File: config.mk
export PLATFORM = sky130hd
export DESIGN_NAME = casc_bin_counter
export DESIGN_NICKNAME = d
export VERILOG_FILES = /design/src/rtl/cbc_pkg.sv /design/src/rtl/cbc_carry.sv /design/src/rtl/cbc_stage.sv /design/src/rtl/casc_bin_counter.sv
export SDC_FILE = /design/constraint.sdc
export NUM_CORES = 1
export LEC_CHECK = 0
export ABC_AREA = 1
export BUFFER_PORTS_ARGS = -buffer_cell sky130_fd_sc_hd__buf_2
export CAP_MARGIN = 20
export CORE_MARGIN = 2
export CORE_UTILIZATION = 40
export CTS_CLUSTER_DIAMETER = 100
export DETAILED_ROUTE_END_ITERATION = 10
export GPL_ROUTABILITY_DRIVEN = 0
export HOLD_SLACK_MARGIN = 0.06
export PLACE_DENSITY = 0.69
export SYNTH_ARGS = -nofsm -noshare
export SYNTH_HDL_FRONTEND = slang
export SYNTH_SLANG_ARGS = --single-unit
File: constraint.sdc
create_clock -name clk -period 2.1 [get_ports clk]
set_input_delay 0.315 -clock clk [delete_from_list [all_inputs] [get_ports clk]]
set_output_delay 0.315 -clock clk [all_outputs]
set_load 0.1 [all_outputs]
File: src/rtl/cbc_pkg.sv
`timescale 1ns/1ps
package cbc_pkg;

  typedef enum logic [1:0] {
    MODE_HOLD  = 2'd0,
    MODE_LOAD  = 2'd1,
    MODE_COUNT = 2'd2
  } stage_mode_e;

  // Load beats both enables; counting needs both enables high.
  function automatic stage_mode_e decode_mode(input logic ld_n,
                                              input logic en_p,
                                              input logic en_c);
    if (!ld_n)            return MODE_LOAD;
    else if (en_p && en_c) return MODE_COUNT;
    else                  return MODE_HOLD;
  endfunction

endpackage

File: src/rtl/cbc_carry.sv
`timescale 1ns/1ps
module cbc_carry #(
  parameter int W = 4
) (
  input  logic         chain_in,
  input  logic [W-1:0] q,
  output logic         carry
);
  logic at_top;

  assign at_top = (q == {W{1'b1}});
  assign carry  = chain_in & at_top;

  // no carry without the chain enable, and only from all ones
  always_comb begin
    if (!chain_in) assert_carry_gated_R5: assert (!carry);
    if (carry)     assert_carry_full_R5: assert ($countones(q) == W);
  end
endmodule

File: src/rtl/cbc_stage.sv
`timescale 1ns/1ps
module cbc_stage
  import cbc_pkg::*;
#(
  parameter int W = 4
) (
  input  logic         clk,
  input  logic         clr_n,
  input  logic         ld_n,
  input  logic         en_p,
  input  logic         chain_in,
  input  logic [W-1:0] d,
  output logic [W-1:0] q,
  output logic         carry
);
  stage_mode_e mode;
  logic        load_evt;
  logic        count_evt;
  logic [W-1:0] q_inc;

  assign mode      = decode_mode(ld_n, en_p, chain_in);
  assign load_evt  = (mode == MODE_LOAD);
  assign count_evt = (mode == MODE_COUNT);
  assign q_inc     = q + {{(W-1){1'b0}}, 1'b1};

  always_ff @(posedge clk or negedge clr_n) begin
    if (!clr_n)         q <= '0;
    else if (load_evt)  q <= d;
    else if (count_evt) q <= q_inc;
  end

  cbc_carry #(.W(W)) u_carry (
    .chain_in (chain_in),
    .q        (q),
    .carry    (carry)
  );

  // clear holds the stage at zero
  always @(negedge clk) begin
    if (!clr_n) assert_clear_zero_R1: assert (q == '0);
  end

  // load takes the data
  assert_load_data_R2: assert property (@(posedge clk) disable iff (!clr_n)
    !ld_n |=> q == $past(d));

  // count increments, with wrap
  assert_count_step_R3: assert property (@(posedge clk) disable iff (!clr_n)
    (ld_n && en_p && chain_in) |=> q == W'($past(q) + 1'b1));

  // hold when an enable is low
  assert_hold_R3: assert property (@(posedge clk) disable iff (!clr_n)
    (ld_n && !(en_p && chain_in)) |=> $stable(q));
endmodule

File: src/rtl/casc_bin_counter.sv
`timescale 1ns/1ps
module casc_bin_counter #(
  parameter int STAGE_W    = 4,
  parameter int NUM_STAGES = 2
) (
  input  logic                          clk,
  input  logic                          clr_n,
  input  logic                          ld_n,
  input  logic                          en_shared,
  input  logic                          en_chain,
  input  logic [STAGE_W*NUM_STAGES-1:0] din,
  output logic [STAGE_W*NUM_STAGES-1:0] count,
  output logic [NUM_STAGES-1:0]         stage_carry,
  output logic                          carry_out
);
  localparam int TOTAL_W = STAGE_W * NUM_STAGES;

  logic [NUM_STAGES-1:0] chain;

  assign chain[0] = en_chain;

  for (genvar i = 0; i < NUM_STAGES; i++) begin : g_stage
    if (i > 0) begin : g_link
      assign chain[i] = stage_carry[i-1];
      // a higher carry needs the carry below it
      assert_chain_order_R6: assert property (@(posedge clk) disable iff (!clr_n)
        stage_carry[i] |-> stage_carry[i-1]);
    end
    cbc_stage #(.W(STAGE_W)) u_stage (
      .clk      (clk),
      .clr_n    (clr_n),
      .ld_n     (ld_n),
      .en_p     (en_shared),
      .chain_in (chain[i]),
      .d        (din[i*STAGE_W +: STAGE_W]),
      .q        (count[i*STAGE_W +: STAGE_W]),
      .carry    (stage_carry[i])
    );
  end

  assign carry_out = stage_carry[NUM_STAGES-1];

  // the whole chain steps as one counter
  assert_wide_step_R6: assert property (@(posedge clk) disable iff (!clr_n)
    (ld_n && en_shared && en_chain) |=> count == TOTAL_W'($past(count) + 1'b1));
endmodule

# Yosys cells after proc, flatten, opt, wreduce, memory -nomap -nowiden
# Cells that the tools add are included.
[totals]
elab_cells = 24
out_inout_bits = 11
reg_bits = 8
in_bits = 13
[op_classes]
n_reduce_logical = 4
n_bitwise = 2
addsub = 2
muxes = 8
n_eq_ne = 6
[ops]
columns = ["operator", "count"]
rows = [
  ["$mux W4", 4],
  ["$add A4 B1 Y4 const B", 2],
  ["$eq A4 B4 Y1 const B", 2],
  ["$mux W2", 4],
  ["$eq A2 B1 Y1 const B", 2],
  ["$eq A2 B2 Y1 const B", 2],
  ["$reduce_bool A2 Y1", 2],
  ["$and A1 B1 Y1", 2],
  ["$logic_and A1 B1 Y1", 2],
]

# Logic depth before layout (Yosys ltp)
[logic_depth]
depth_word = 8
depth_mapped = 7
mapped_depth_nobuf = 7

# By module
# A second synthesis with hierarchy kept.
[unflattened]
cells_unflattened = 81
area_unflattened_um2 = 548.0
[modules_own_cells]
columns = ["mod", "area_each_um2", "cells_per_inst", "seq_area_each_um2", "instances"]
rows = [
  ["cbc_stage", 257.7, 37, 100.1, 2],
  ["cbc_carry", 12.5, 3, 0.0, 2],
  ["casc_bin_counter", 7.5, 1, 0.0, 1],
]

# Worst setup path before layout
# No wires, ideal clock.
[synth_timing]
kind = "register to output"
startpoint = "register g_stage[0].u_stage.q[0]"
endpoint = "output stage_carry[1]"
path_stages_with_launch = 5
path_buffers = 1
required_time_ps = 1785
slack_ps = -2306
arrival_ps = 4091
cell_sequence = "dfrtp_1 > ha_1 > nand2_2 > nor3_1 > buf_4"
[synth_via]
elab_chain_cells = 3
[synth_lines]
columns = ["item", "line_no", "text"]
rows = [
  ["start: declaration", "cbc_stage.sv:13", "output logic [W-1:0] q,"],
  ["start signal: assignment", "cbc_stage.sv:29", "else if (count_evt) q <= q_inc;"],
  ["$eq A4 B4 Y1", "cbc_carry.sv:11", "assign at_top = (q == {W{1'b1}});"],
  ["$and A1 B1 Y1 (2 in a row)", "cbc_carry.sv:12", "assign carry = chain_in & at_top;"],
  ["end: declaration", "casc_bin_counter.sv:13", "output logic [NUM_STAGES-1:0] stage_carry,"],
]
# Every way passes these cells.

# Worst setup path after layout
[layout_timing]
startpoint = "register g_stage[1].u_stage.q[0]"
endpoint = "output carry_out"
[layout_via]
elab_chain_cells = 2
[layout_lines]
columns = ["item", "line_no", "text"]
rows = [
  ["start: declaration", "cbc_stage.sv:13", ""],
  ["start signal: assignment", "cbc_stage.sv:29", ""],
  ["$eq A4 B4 Y1", "cbc_carry.sv:11", ""],
  ["$and A1 B1 Y1", "cbc_carry.sv:12", ""],
  ["end: declaration", "casc_bin_counter.sv:14", "output logic carry_out"],
]
# Every way passes these cells.

==> results.ini <==
[synth]
synth_ff_type = dfrtp_1
yosysMostFrequentCell = nand2_1
ys_seq_area_share_pct = 37.0
synth_commonest_cells = nand2_1 (28), nand3_1 (9), dfrtp_1 (8)
synth_top_cell_area_share_pct = 37.0
syn-instance-count = 74
synth_nets = 89
netlist_area_um2 = 542
ys_types = 21
synth_edf_count = 0
syn_area_per_cell_um2 = 7.32
yosysTopAreaCell = dfrtp_1
async_flop_share_pct = 100
ys.warnings.count = 0
ys_ff_latch = 8
synth_area_leaders = dfrtp_1 (37%), nand2_1 (19%), nand3_1 (8.3%), ha_1 (4.6%), nor2_4 (4.2%)

[final_layout]
largest_reg_flops = 8
n_antenna_cell = 0
multiInputGateArea_um2 = 339
drive_gt1_share_pct = 46.9
fill_cells = 125
final_nets = 115
synthToLayoutAreaGrowth_pct = 36.0
seqCellArea_um2 = 220
post-route-util_pct = 57.4
regMostFlops = g_stage.u_stage.q
top_regs = g_stage.u_stage.q x8

[sta]
period_needed_ps = 1870
setup-violations-final = 0
rsz0062_at_grt = false
fmax_ghz = 0.534
fin_ws_ps = 229
slew_headroom_pct = 67.7
tightest_slew_ps = 488
fin_skew_ps = 3.58
fin_crit_sh_pct = 89.1
fin_setup_tns_ps = 0
whs_ps = 286
finalMaxSlewViolations = 0
hold_viol = 0

[worst_hold_path]
hold_path.class = in -> reg

[critical_path]
required_ps = 1780
startpoint_type = flop
critPathMaxStageDelay_ps = 450
crit_path_end_kind = primary output
worstPathCellList = ha_4 > nand3_2 > nor3_4 > buf_2
slowest_stage = dfrtp_4
critical_path_class = reg -> out
crit_fanout = 6
worstPathArrival_ps = 1560

[grt]
grt_pass1_vias = 448
grt_util_all_layers_pct = 18.1
grt_max_degree = 14
grt_remaining_overflow = 0
grt_first_pass_wirelength_mm = 1.91
antenna_found_initial = 0

[routing]
drtPass1Iterations = 4
detail-route-antenna-nets = 0
wl_per_cell_um = 10.6
drc = 0
via_per_inst = 4.77
first_iter_violations = 10
totalWireLength_mm = 1.20
vias = 539

[die]
initial_core_util_pct = 42.2
ios = 24
dieWidth_um = 40.8
core_area_um2 = 1280
std_cell_rows = 13
die_y_um = 40.8
fp.dieArea_um2 = 1660

[clocking]
cts_tree = built
clock_path_buffers = 2
cts.htree.levels = 1
cts_made_buffers = 3
cts-root-buf = clkbuf_4
cts_repair_resize_count = 0
cts.sinks = 8
clk_pin_slew_worst_paths_ps = 50
insertion_delay_ps = 250

[placed_design]
io_buffers = 23
pre_cts_slack_ps = 489
post-dp-hpwl_um = 969

[pwr]
vdd_drop_max_mv = 0.474
p_per_area_nw_per_um2 = 839
power_w = 0.000619
p_leak_nw = 0.388

[run_status]
status = finished, final reports clean

[flow_run]
maxCapViolCount = 0

## path summary, 6_finish.rpt
path / from / slack, ps / end / cells past startpoint
setup / recovery: g_stage[1].u_stage.q[0]$_DFFE_PN0P_ / 230 / carry_out / 4
hold / removal: din[2] / 290 / g_stage[0].u_stage.q[2]$_DFFE_PN0P_ / 3
setup reg to reg: g_stage[0].u_stage.q[0]$_DFFE_PN0P_ / 800 / g_stage[1].u_stage.q[2]$_DFFE_PN0P_ / 7
hold reg to reg: g_stage[0].u_stage.q[3]$_DFFE_PN0P_ / 540 / g_stage[0].u_stage.q[3]$_DFFE_PN0P_ / 2
max in group asynchronous: clr_n / 1490 / g_stage[1].u_stage.q[1]$_DFFE_PN0P_ / 2
min in group asynchronous: clr_n / 430 / g_stage[1].u_stage.q[2]$_DFFE_PN0P_ / 2
## per-stage QoR
step                area [um^2]  instances
floorplan                   603         74
global placement            704        109
detailed placement          704        109
CTS                         737        113
global route                737        113
finish                      737        113
## power by group
group	leakage (nW)	internal (W)	switching (W)
Combinational	0.285	0.0000603	0.000228
Clock	0.0138	0.0000651	0.0000475
Sequential	0.0883	0.000186	0.0000326
Total	0.388	0.000311	0.000308
## final cells by class
type / count / share of cell area, %
Clock buffer: 3 / 3.06
Inverter: 3 / 1.53
Multi-Input combinational cell: 60 / 46.0
Tap cell: 15 / 2.55
Timing Repair Buffer: 24 / 17.0
Sequential cell: 8 / 29.9
## timing repair
action / 4_1_cts / 5_1_grt
hold buffers: 1 / 0
endpoints found under the hold margin: 8 / 0
setup buffers: 0 / 0
## worst max-delay path: cells and delay by family, from the launching register on
family	cells	cell delay, ps
buffers and inverters	1	440
DFF	1	450
adders and majority gates	1	150
and+or+nand+nor	2	270
## kinds of logic (layout without fill, tap and decap cells)
group	Yosys count	in the layout	synth area share, %
adders and majority gates	2	2	4.62
buffers and inverters	6	30	5.77
DFF	8	8	37.0
and+or+nand+nor	53	53	46.4
AOI/OAI and AO/OA	4	4	4.62
xor gates and xnor gates	1	1	1.62
## metal layers
| metal | track usage (%) | vias up | part of all wire [%] |
|---|---|---|---|
| li1 | - | 289 | - |
| met1 | 21.3 | 239 | 46 |
| met2 | 28.1 | 11 | 49 |
| met3 | 8.15 | 0 | 4.7 |
| met4 | 7.50 | 0 | 0 |
| met5 | 0 | - | 0 |
## cells in the final DEF, fill, tap and decap left out, types with 2 or more instances in the layout
cell type and n:
nor2_4 2, clkbuf_4 3, nand4_1 2, nand3_1 8
dfrtp_2 4, nand2_2 3, nand2_1 28, buf_2 23
nor2_1 5, inv_2 2, dfrtp_4 4
Note: power is estimated with default switching activity, not from simulation.
